===== src/rtl/seg_capture_pkg.sv =====
// Shared types and the trigger-to-sample latency lookup for the segmented
// capture controller. Assumes latencies never exceed MAX_LAT.
package seg_capture_pkg;

    localparam int MAX_LAT = 42;
    localparam int LAT_W   = $clog2(MAX_LAT + 1);

    typedef enum logic [1:0] {
        ST_IDLE  = 2'd0,
        ST_ARMED = 2'd1,
        ST_DELAY = 2'd2,
        ST_CAPT  = 2'd3
    } cap_state_t;

    typedef struct packed {
        logic rate_dbl;
        logic trig_chan;
        logic sync;
    } acq_cfg_t;

    // Strobes to discard between trigger and first stored sample.
    function automatic logic [LAT_W-1:0] trig_latency(input acq_cfg_t c);
        logic [LAT_W-1:0] l;
        case ({c.rate_dbl, c.trig_chan, c.sync})
            3'b000:  l = LAT_W'(8);
            3'b001:  l = LAT_W'(13);
            3'b010:  l = LAT_W'(16);
            3'b011:  l = LAT_W'(21);
            3'b100:  l = LAT_W'(16);
            3'b101:  l = LAT_W'(26);
            3'b110:  l = LAT_W'(32);
            default: l = LAT_W'(42);
        endcase
        return l;
    endfunction

endpackage


===== src/rtl/seg_cfg_check.sv =====
// Validates capture settings before a run is armed.
// Assumes the settings are stable in the cycle the start command is seen.
module seg_cfg_check #(
    parameter int TOTAL_W = 16
) (
    input  logic [TOTAL_W-1:0] total,
    input  logic [TOTAL_W-1:0] seg_len,
    input  logic               fullmem,
    output logic               cfg_ok
);

    // Accept only non-zero sizes that divide evenly, with full-memory mode off.
    always_comb begin
        if (fullmem || (seg_len == '0) || (total == '0))
            cfg_ok = 1'b0;
        else
            cfg_ok = ((total % seg_len) == '0);
    end

endmodule


===== src/rtl/seg_delay_ctr.sv =====
// Counts sample strobes after a trigger and flags the strobe that ends the
// fixed latency. Assumes lat is at least 1 and at most MAX_LAT.
module seg_delay_ctr
    import seg_capture_pkg::*;
(
    input  logic             clk,
    input  logic             rst_n,
    input  logic             load,
    input  logic [LAT_W-1:0] lat,
    input  logic             run,
    input  logic             stb,
    output logic             expired
);

    logic [LAT_W-1:0] cnt;

    // Load on trigger, count down once per strobe while the countdown phase is active.
    always_ff @(posedge clk) begin
        if (!rst_n)
            cnt <= '0;
        else if (load)
            cnt <= lat;
        else if (run && stb && (cnt != '0))
            cnt <= cnt - 1'b1;
    end

    assign expired = run && stb && (cnt == LAT_W'(1));

    assert_delay_bounded_R3: assert property (@(posedge clk) disable iff (!rst_n)
        cnt <= LAT_W'(MAX_LAT));

    assert_delay_steps_down_R3: assert property (@(posedge clk) disable iff (!rst_n)
        (run && stb && !load && (cnt != '0)) |=> (cnt == $past(cnt) - 1'b1));

endmodule


===== src/rtl/seg_addr_gen.sv =====
// Generates write addresses, tracks the position inside a segment and keeps
// the count of samples in completed segments. Assumes seg_len divides total.
module seg_addr_gen #(
    parameter int TOTAL_W = 16
) (
    input  logic               clk,
    input  logic               rst_n,
    input  logic               clr,
    input  logic               wr,
    input  logic [TOTAL_W-1:0] seg_len,
    input  logic [TOTAL_W-1:0] total,
    output logic [TOTAL_W-1:0] addr,
    output logic               seg_last,
    output logic               mem_last,
    output logic [TOTAL_W-1:0] valid_cnt
);

    localparam int EXT_W = TOTAL_W + 1;

    logic [TOTAL_W-1:0] seg_idx;
    logic [EXT_W-1:0]   addr_nxt;

    assign addr_nxt = {1'b0, addr} + EXT_W'(1);
    assign seg_last = (seg_idx == seg_len - 1'b1);
    assign mem_last = seg_last && (addr_nxt == {1'b0, total});

    // Advance address and in-segment index on each written sample.
    always_ff @(posedge clk) begin
        if (!rst_n || clr) begin
            addr    <= '0;
            seg_idx <= '0;
        end else if (wr) begin
            addr    <= addr_nxt[TOTAL_W-1:0];
            seg_idx <= seg_last ? '0 : seg_idx + 1'b1;
        end
    end

    // Credit a whole segment only when its last sample is written.
    always_ff @(posedge clk) begin
        if (!rst_n || clr)
            valid_cnt <= '0;
        else if (wr && seg_last)
            valid_cnt <= valid_cnt + seg_len;
    end

    assert_addr_in_range_R4: assert property (@(posedge clk) disable iff (!rst_n)
        wr |-> (addr < total));

    assert_valid_whole_segments_R6: assert property (@(posedge clk) disable iff (!rst_n)
        !$stable(valid_cnt) |-> ((valid_cnt == '0) ||
                                 (valid_cnt == $past(valid_cnt) + $past(seg_len))));

endmodule


===== src/rtl/seg_capture_ctrl.sv =====
// Segmented trigger capture controller: arms on start, waits a fixed
// configuration-dependent latency after each trigger, writes one segment per
// trigger and stops on full memory or on an abort.
// Assumes trig, start and stop are single-cycle pulses in the clk domain.
module seg_capture_ctrl
    import seg_capture_pkg::*;
#(
    parameter int TOTAL_W = 16
) (
    input  logic               clk,
    input  logic               rst_n,
    input  logic               start,
    input  logic               stop,
    input  logic               trig,
    input  logic               smp_stb,
    input  logic [TOTAL_W-1:0] cfg_total,
    input  logic [TOTAL_W-1:0] cfg_seg_len,
    input  logic               cfg_rate_dbl,
    input  logic               cfg_sync,
    input  logic               cfg_trig_chan,
    input  logic               cfg_fullmem,
    output logic               wr_en,
    output logic [TOTAL_W-1:0] wr_addr,
    output logic               busy,
    output logic               done,
    output logic               cfg_err,
    output logic [TOTAL_W-1:0] valid_cnt
);

    cap_state_t         state;
    acq_cfg_t           live_cfg;
    logic [LAT_W-1:0]   lat_q;
    logic [TOTAL_W-1:0] total_q;
    logic [TOTAL_W-1:0] seg_q;
    logic               cfg_ok;
    logic               accept;
    logic               dly_load;
    logic               dly_exp;
    logic               seg_last;
    logic               mem_last;

    assign live_cfg = '{rate_dbl: cfg_rate_dbl, trig_chan: cfg_trig_chan, sync: cfg_sync};
    assign accept   = (state == ST_IDLE) && start && cfg_ok;
    assign dly_load = (state == ST_ARMED) && trig && !stop;
    assign wr_en    = (state == ST_CAPT) && smp_stb && !stop;
    assign busy     = (state != ST_IDLE);

    seg_cfg_check #(.TOTAL_W(TOTAL_W)) u_check (
        .total   (cfg_total),
        .seg_len (cfg_seg_len),
        .fullmem (cfg_fullmem),
        .cfg_ok  (cfg_ok)
    );

    seg_delay_ctr u_delay (
        .clk     (clk),
        .rst_n   (rst_n),
        .load    (dly_load),
        .lat     (lat_q),
        .run     (state == ST_DELAY),
        .stb     (smp_stb),
        .expired (dly_exp)
    );

    seg_addr_gen #(.TOTAL_W(TOTAL_W)) u_addr (
        .clk       (clk),
        .rst_n     (rst_n),
        .clr       (accept),
        .wr        (wr_en),
        .seg_len   (seg_q),
        .total     (total_q),
        .addr      (wr_addr),
        .seg_last  (seg_last),
        .mem_last  (mem_last),
        .valid_cnt (valid_cnt)
    );

    // Latch sizes and latency when a start is accepted.
    always_ff @(posedge clk) begin
        if (!rst_n) begin
            total_q <= '0;
            seg_q   <= '0;
            lat_q   <= '0;
        end else if (accept) begin
            total_q <= cfg_total;
            seg_q   <= cfg_seg_len;
            lat_q   <= trig_latency(live_cfg);
        end
    end

    // Record the outcome of each start command seen while idle.
    always_ff @(posedge clk) begin
        if (!rst_n)
            cfg_err <= 1'b0;
        else if ((state == ST_IDLE) && start)
            cfg_err <= !cfg_ok;
    end

    // Raise done on filling memory, clear it on the next accepted start.
    always_ff @(posedge clk) begin
        if (!rst_n || accept)
            done <= 1'b0;
        else if (wr_en && mem_last)
            done <= 1'b1;
    end

    // Run phase sequencing: idle, armed, countdown, segment write.
    always_ff @(posedge clk) begin
        if (!rst_n) begin
            state <= ST_IDLE;
        end else begin
            case (state)
                ST_IDLE:  if (accept) state <= ST_ARMED;
                ST_ARMED: if (stop) state <= ST_IDLE;
                          else if (trig) state <= ST_DELAY;
                ST_DELAY: if (stop) state <= ST_IDLE;
                          else if (dly_exp) state <= ST_CAPT;
                ST_CAPT:  if (stop) state <= ST_IDLE;
                          else if (wr_en && seg_last) state <= mem_last ? ST_IDLE : ST_ARMED;
                default:  state <= ST_IDLE;
            endcase
        end
    end

    assert_err_blocks_run_R2: assert property (@(posedge clk) disable iff (!rst_n)
        cfg_err |-> !busy);

    assert_done_means_idle_R7: assert property (@(posedge clk) disable iff (!rst_n)
        done |-> !busy);

    assert_stop_halts_R8: assert property (@(posedge clk) disable iff (!rst_n)
        (stop && busy) |=> !busy);

    assert_write_needs_strobe_R4: assert property (@(posedge clk) disable iff (!rst_n)
        wr_en |-> (smp_stb && busy));

    assert_no_write_when_armed_R9: assert property (@(posedge clk) disable iff (!rst_n)
        (state == ST_ARMED) |-> !wr_en);

endmodule


===== config.mk =====
export PLATFORM = sky130hd
export DESIGN_NAME = seg_capture_ctrl
export DESIGN_NICKNAME = d
export VERILOG_FILES = /design/src/rtl/seg_capture_pkg.sv /design/src/rtl/seg_cfg_check.sv /design/src/rtl/seg_delay_ctr.sv /design/src/rtl/seg_addr_gen.sv /design/src/rtl/seg_capture_ctrl.sv
export SDC_FILE = /design/constraint.sdc
export NUM_CORES = 1
export LEC_CHECK = 0
export ABC_AREA = 1
export BUFFER_PORTS_ARGS = -buffer_cell sky130_fd_sc_hd__clkbuf_2
export CAP_MARGIN = 20
export CORE_ASPECT_RATIO = 0.7
export CORE_MARGIN = 1
export CORE_UTILIZATION = 46
export CTS_BUF_LIST = sky130_fd_sc_hd__clkbuf_4 sky130_fd_sc_hd__clkbuf_8
export DETAILED_ROUTE_END_ITERATION = 8
export GPL_ROUTABILITY_DRIVEN = 1
export SYNTH_ARGS = -nofsm -noshare
export SYNTH_HDL_FRONTEND = slang
export SYNTH_SLANG_ARGS = --single-unit

===== constraint.sdc =====
create_clock -name clk -period 36.1 [get_ports clk]
set_clock_uncertainty 0.05 [all_clocks]
set_input_delay 1.805 -clock clk [delete_from_list [all_inputs] [get_ports clk]]
set_output_delay 1.805 -clock clk [all_outputs]
set_load 0.05 [all_outputs]

==> results of run 1 <==
==> area by class of cell <==
type,count,area [um2]
fillers,3031,14520
clock buffers,10,137.6
multi-input cells,1718,10620
well taps,405,506.7
repair buffers,86,452.9
clock inverters,6,62.56
flip-flops and latches,95,1902
inverters,299,1140
==> worst min-delay path, stage by stage (launching register included) <==
cell     delay, ns
dfxtp_1       0.34
nand2_1       0.06
nand2_1       0.04
==> logic make-up (layout without fill, tap and decap cells) <==
family,count (synthesis),count (layout),share of synthesized area [%]
XOR/XNOR,140,140,8.792
flip-flops,95,95,13.64
adder cells (fa/ha/maj),160,160,14.46
AO/OA/AOI/OAI,354,354,14.89
AND/OR/NAND/NOR,1064,1064,38.01
buffers and inverters,345,401,10.20
==> per-stage QoR <==
stage          setup WS, ns  hold slack, ns  total power [mW]  cell area, um2  utilization, %
2_1_floorplan         11.94          0.3766            0.2868           13950               -
3_3_place_gp          7.013          0.4142            0.3328           14620           49.83
3_5_place_dp          6.690          0.4161            0.3319           14620           49.83
4_1_cts               7.005          0.4330            0.4064           14820           50.52
5_1_grt               3.302          0.4510            0.4438           14820           50.52
6_report              6.492          0.4242            0.4081           14820           50.52
==> layout by cell type (no fill, tap or decap), drive strengths merged, types with 2 or more instances in the layout <==
master	count
nand2	551
nand3	165
and2	15
o211ai	12
a221oi	2
inv	300
nor3b	3
o2111ai	2
fa	2
clkbuf	87
xor2	102
a22oi	2
nor3	33
or2	40
dfxtp	95
o31ai	4
a21oi	145
xnor2	38
nand4	23
o21ai	139
o22ai	2
a21o	4
a31oi	6
nand3b	6
nor4	21
o21a	7
ha	158
o21bai	17
o221ai	2
nor2	205
clkinv	5
buf	9
a21boi	5
==> worst min path at each step <==
stage                       endpoint  depth (start not counted)
after detailed placement    lat_q[1]                          2
after floorplan             lat_q[1]                          2
after CTS                   lat_q[1]                          2
after global placement    total_q[2]                          2
final                       lat_q[1]                          2
after global routing        lat_q[1]                          2
==> power groups by stage <==
stage / registers [mW] / clock network [mW] / logic [mW]
final: 0.105 / 0.0738 / 0.229
after CTS: 0.105 / 0.0751 / 0.226
after global routing: 0.106 / 0.0805 / 0.258
after global placement: 0.108 / 0 / 0.225
after detailed placement: 0.108 / 0 / 0.224
after floorplan: 0.108 / 0 / 0.179
==> state kept, by name (all words and copies together), names as in the netlist <==
| signal | cells |
|---|---|
| u_delay.cnt | 6 |
| total_q | 16 |
| cfg_err | 1 |
| done | 1 |
| u_addr.addr | 16 |
| u_addr.seg_idx | 16 |
| lat_q | 5 |
| u_addr.valid_cnt | 16 |
| state | 2 |
| seg_q | 16 |
==> routing by layer <==
layer	GRT usage, %	up-vias
met5	0	-
met4	5.036	0
met3	2.889	42
met2	37.27	400
met1	41.43	6271
li1	-	7170
==> flow_metrics.py, run 1 <==
metrics = {
    "routing": {
        "highest_layer": "met4",
        "dr.pass1.iters": 7,
        "via_count": 13880,
        "drtIter0Drc": 1062,
        "drc": 0,
        "ant_nets": 0,
        "wl_met3_um": 2831,
        "routed_via_density": 5.301,
        "wl_met1_um": 21150,
        "routed-wl-met2_um": 15760,
        "wl_um": 40400,
        "post_drt_wl_per_cell_um": 15.43,
    },
    "floorplan": {
        "io_pins": 78,
        "die-area_mm2": 0.03103,
        "dieWidth_um": 210.1,
        "core_mm2": 0.02934,
        "chipHeight_um": 147.7,
        "rows": 52,
        "initial_core_util_pct": 47.53,
    },
    "grt": {
        "grt_overflow": 0,
        "grt_pass1_vias": 12460,
        "grt_start_max_net_pins": 55,
        "global_route.usage.total_pct": 26.17,
        "antenna_found_initial": 0,
        "grt_pass1_wl_um": 65040,
    },
    "setup_path": {
        "crit_arrival_ns": 29.82,
        "cpMostUsedCell": "nand2_1",
        "rrSetupSlack_ns": 32.28,
        "cp-startpoint": "cfg_seg_len[0]",
        "crit_required_ns": 36.31,
        "criticalPathCategory": "input port to flip-flop",
        "crit_family": "simple AND/OR/NAND/NOR gates",
        "end_kind": "flip-flop",
        "timing.rr.start": "seg_q[1]",
        "critPathMaxStageDelay_ns": 0.77,
        "cp_slowest_cell": "and3_1",
        "worstReg2RegEnd": "state[0]",
        "critPathMaxFanout": 54,
        "rr_worst_depth": 18,
        "path_buf_inv": 28,
        "critPathLaunchType": "input port",
        "crit_end": "u_addr.valid_cnt[0]",
        "cp_num_cells": 176,
    },
    "status": {
        "outcome": "finished, final reports clean",
    },
    "synth": {
        "ys_warn_count": 0,
        "synth.net_count": 2360,
        "synthTopCellsByCount": "nand2_1, inv_1, nor2_1, ha_1, a21oi_1",
        "synth_enable_flop_cells": 0,
        "synth.area.top_cells": "ha_1, nand2_1, dfxtp_1, inv_1, xor2_1",
        "seq_area_frac_synth_pct": 13.64,
        "yosysMostFrequentCell": "nand2_1",
        "synthesis.area_mm2": 0.01395,
        "synth.distinct_cells": 64,
        "yosysTopAreaCell": "ha_1",
        "async_reset_ff_share_pct": 0,
        "avgSynthCellArea_um2": 6.462,
        "synthCells": 2158,
        "netlist.area_leader.share_pct": 14.18,
        "ys.flop_type": "dfxtp_1",
        "synth_seq_cells": 95,
    },
    "timing": {
        "maxSlewViolCount": 0,
        "fin_crit_ns": 29.61,
        "finalHoldViolCount": 0,
        "max_freq_mhz": 33.77,
        "tns_ns": 0,
        "finalCritPeriodShare_pct": 82.02,
        "setup_viol": 0,
        "tightestPinTransition_ns": 0.8357,
        "rsz0062_at_grt": "no",
        "max_slew_margin_pct": 44.29,
    },
    "placement": {
        "place_inst": 2603,
        "gp_congestion": 0.9688,
        "place_hpwl_um": 33250,
        "portBuffers": 77,
    },
    "clock_network": {
        "cts_buffer_depth": 2,
        "cts.sinks": 95,
        "hold_buffers": 0,
        "cts_root_buf": "clkbuf_8",
        "cts_tree": "built",
        "post-cts-setup-buffer-count": 0,
        "insertion_delay_ns": 0.39,
        "cts.clk_slew.worst_paths_ns": 0.11,
        "h-tree-depth": 3,
        "ctsResizeCount": 0,
        "numCtsBuffers": 9,
    },
    "pwr": {
        "swShare_pct": 47.18,
        "p_per_area_mw_per_mm2": 27.53,
        "internal-power_mw": 0.2155,
        "pwr-share-comb_pct": 56.1,
        "vdd_drop_max_v": 0.00002247,
        "power.switching_mw": 0.1925,
        "leakage_nw": 7.325,
        "seq_power_share_pct": 25.8,
        "p_clk_share_pct": 18.1,
    },
    "layout": {
        "nets": 2411,
        "area_growth_pct": 6.289,
        "drive_gt1_share_pct": 15.18,
        "instances_no_fill": 2619,
        "n_antenna_cell": 0,
    },
    "hold_path": {
        "hp-start": "lat_q[1]",
        "hold_class": "flip-flop to flip-flop",
    },
    "run": {
        "drv_cap": 0,
    },
}
Power figures use the tool's default switching activity.
==> run 2: changes to the inputs <==
==> constraint.sdc (replaced) <==
create_clock -name clk -period 28.5 [get_ports clk]
set_clock_uncertainty 0.05 [all_clocks]
set_input_delay 1.425 -clock clk [delete_from_list [all_inputs] [get_ports clk]]
set_output_delay 1.425 -clock clk [all_outputs]
set_load 0.05 [all_outputs]
==> flow_metrics.py, run 2 (same netlist as run 1, synthesis figures left out) <==
metrics = {
    "status": {
        "outcome": "finished, final reports clean",
    },
    "timing": {
        "finalHoldViolCount": 0,
        "finalCritPeriodShare_pct": 92.49,
        "hold_slack_ns": 0.4289,
        "fin_ws_ns": 2.139,
        "setup_viol": 0,
        "tns_ns": 0,
        "max_freq_mhz": 37.93,
        "max_slew_margin_pct": 45.25,
        "maxSlewViolCount": 0,
        "tightestPinTransition_ns": 0.8204,
        "fin_crit_ns": 26.36,
    },
    "setup_path": {
        "critPathMaxFanout": 18,
        "crit_arrival_ns": 26.66,
        "criticalPathCategory": "input port to flip-flop",
        "critPathMaxStageDelay_ns": 0.49,
        "critPathLaunchType": "input port",
        "cp_slowest_cell": "nor2_8",
        "cpMostUsedCell": "nand2_1",
        "end_kind": "flip-flop",
        "crit_required_ns": 28.80,
    },
    "routing": {
        "wl_um": 42960,
        "post_drt_wl_per_cell_um": 16.19,
        "dr.pass1.iters": 5,
        "wl_met1_um": 22580,
        "wl_met3_um": 2918,
        "routed_via_density": 5.318,
        "routed-wl-met2_um": 17080,
        "via_count": 14120,
        "highest_layer": "met4",
        "ant_nets": 0,
        "drtIter0Drc": 1151,
        "drc": 0,
    },
    "pwr": {
        "p_per_area_mw_per_mm2": 35.99,
        "p_clk_share_pct": 19.5,
        "vdd_drop_max_v": 0.00003000,
        "swShare_pct": 46.37,
        "finalPower_mw": 0.5535,
        "seq_power_share_pct": 24.1,
        "internal-power_mw": 0.2968,
        "pwr-share-comb_pct": 56.4,
        "leakage_nw": 7.553,
        "power.switching_mw": 0.2567,
    },
    "clock_network": {
        "hold_buffers": 0,
        "insertion_delay_ns": 0.41,
        "cts.sinks": 95,
        "cts_buffer_depth": 2,
        "cts.clk_slew.worst_paths_ns": 0.10,
        "numCtsBuffers": 9,
        "h-tree-depth": 3,
        "cts_root_buf": "clkbuf_8",
        "cts_tree": "built",
    },
    "placement": {
        "portBuffers": 77,
        "place_inst": 2605,
        "placedInstanceArea_mm2": 0.01464,
        "place_hpwl_um": 33830,
        "place_ws_ns": 0.07034,
        "gp_congestion": 0.9612,
    },
    "hold_path": {
        "hold_class": "flip-flop to flip-flop",
    },
    "grt": {
        "grt_overflow": 0,
        "grt_pass1_vias": 12570,
        "grt_pass1_wl_um": 65520,
        "global_route.usage.total_pct": 26.54,
        "antenna_found_initial": 0,
        "grt_start_max_net_pins": 55,
    },
    "floorplan": {
        "die-area_mm2": 0.03103,
        "rows": 52,
        "core_mm2": 0.02934,
        "dieWidth_um": 210.1,
        "initial_core_util_pct": 47.53,
        "io_pins": 78,
        "chipHeight_um": 147.7,
    },
    "layout": {
        "drive_gt1_share_pct": 17.61,
        "area_growth_pct": 10.27,
        "fin_util_pct": 52.41,
        "final_common_cell": "nand2_1",
        "nets": 2446,
        "fin_area_mm2": 0.01538,
        "n_antenna_cell": 0,
        "final_cell_mix": "nand2_1, inv_1, nor2_1, ha_1, a21oi_1",
        "instances_no_fill": 2654,
    },
    "run": {
        "drv_cap": 0,
    },
}
-- run 2: cell count changes in the layout (fill, tap and decap cells not counted), moves of 5 or more --
cell | previous run | this run
nor3_2 | 5 | 10
nor3_1 | 28 | 23
o21ai_0 | 106 | 100
inv_1 | 277 | 272
buf_4 | 9 | 32
o21ai_1 | 14 | 19
clkinvlp_4 | 0 | 5
-- run 2: cell type report --
cell class / count / area [um2]
fill: 3005 / 13960
timing repair buffer: 112 / 661.9
tap: 405 / 506.7
timing repair inverter: 4 / 41.29
clock inverter: 6 / 97.59
clock buffer: 10 / 131.4
inverter: 299 / 1192
multi-input combinational: 1723 / 10850
sequential: 95 / 1902
-- run 2: worst max-delay path: cells and delay by family --
kind	cells	cell delay, ns
buffers and inverters	31	3.18
adders and majority gates	15	4.74
AOI/OAI and AO/OA	25	3.97
xor gates and xnor gates	2	0.30
and+or+nand+nor	105	12.97
-- run 2: repair_timing --
item | CTS | global route
setup endpoints to repair | 0 | 88
resized for setup | 0 | 58
setup buffers | 0 | 24
-- run 2: power groups by stage --
stage	Clock, mW	Combinational (mW)	Sequential (mW)
final	0.108	0.312	0.134
after global routing	0.115	0.348	0.134
after CTS	0.109	0.289	0.134
after detailed placement	0	0.288	0.137
after global placement	0	0.287	0.137
after floorplan	0	0.226	0.137
-- run 2: routing by layer --
layer | vias to the layer above | global-route usage (%)
li1 | 7252 | -
met1 | 6439 | 41.31
met2 | 400 | 38.41
met3 | 24 | 4.291
met4 | 0 | 3.358
met5 | - | 0
-- run 2: worst paths after layout --
kind / from / depth (start not counted) / slack [ns] / to
setup / recovery: cfg_seg_len[15] / 178 / 2.14 / u_addr.seg_idx[1]
hold / removal: lat_q[1] / 2 / 0.43 / lat_q[1]
setup reg to reg: seg_q[1] / 18 / 24.69 / state[0]
hold reg to reg: lat_q[1] / 2 / 0.43 / lat_q[1]
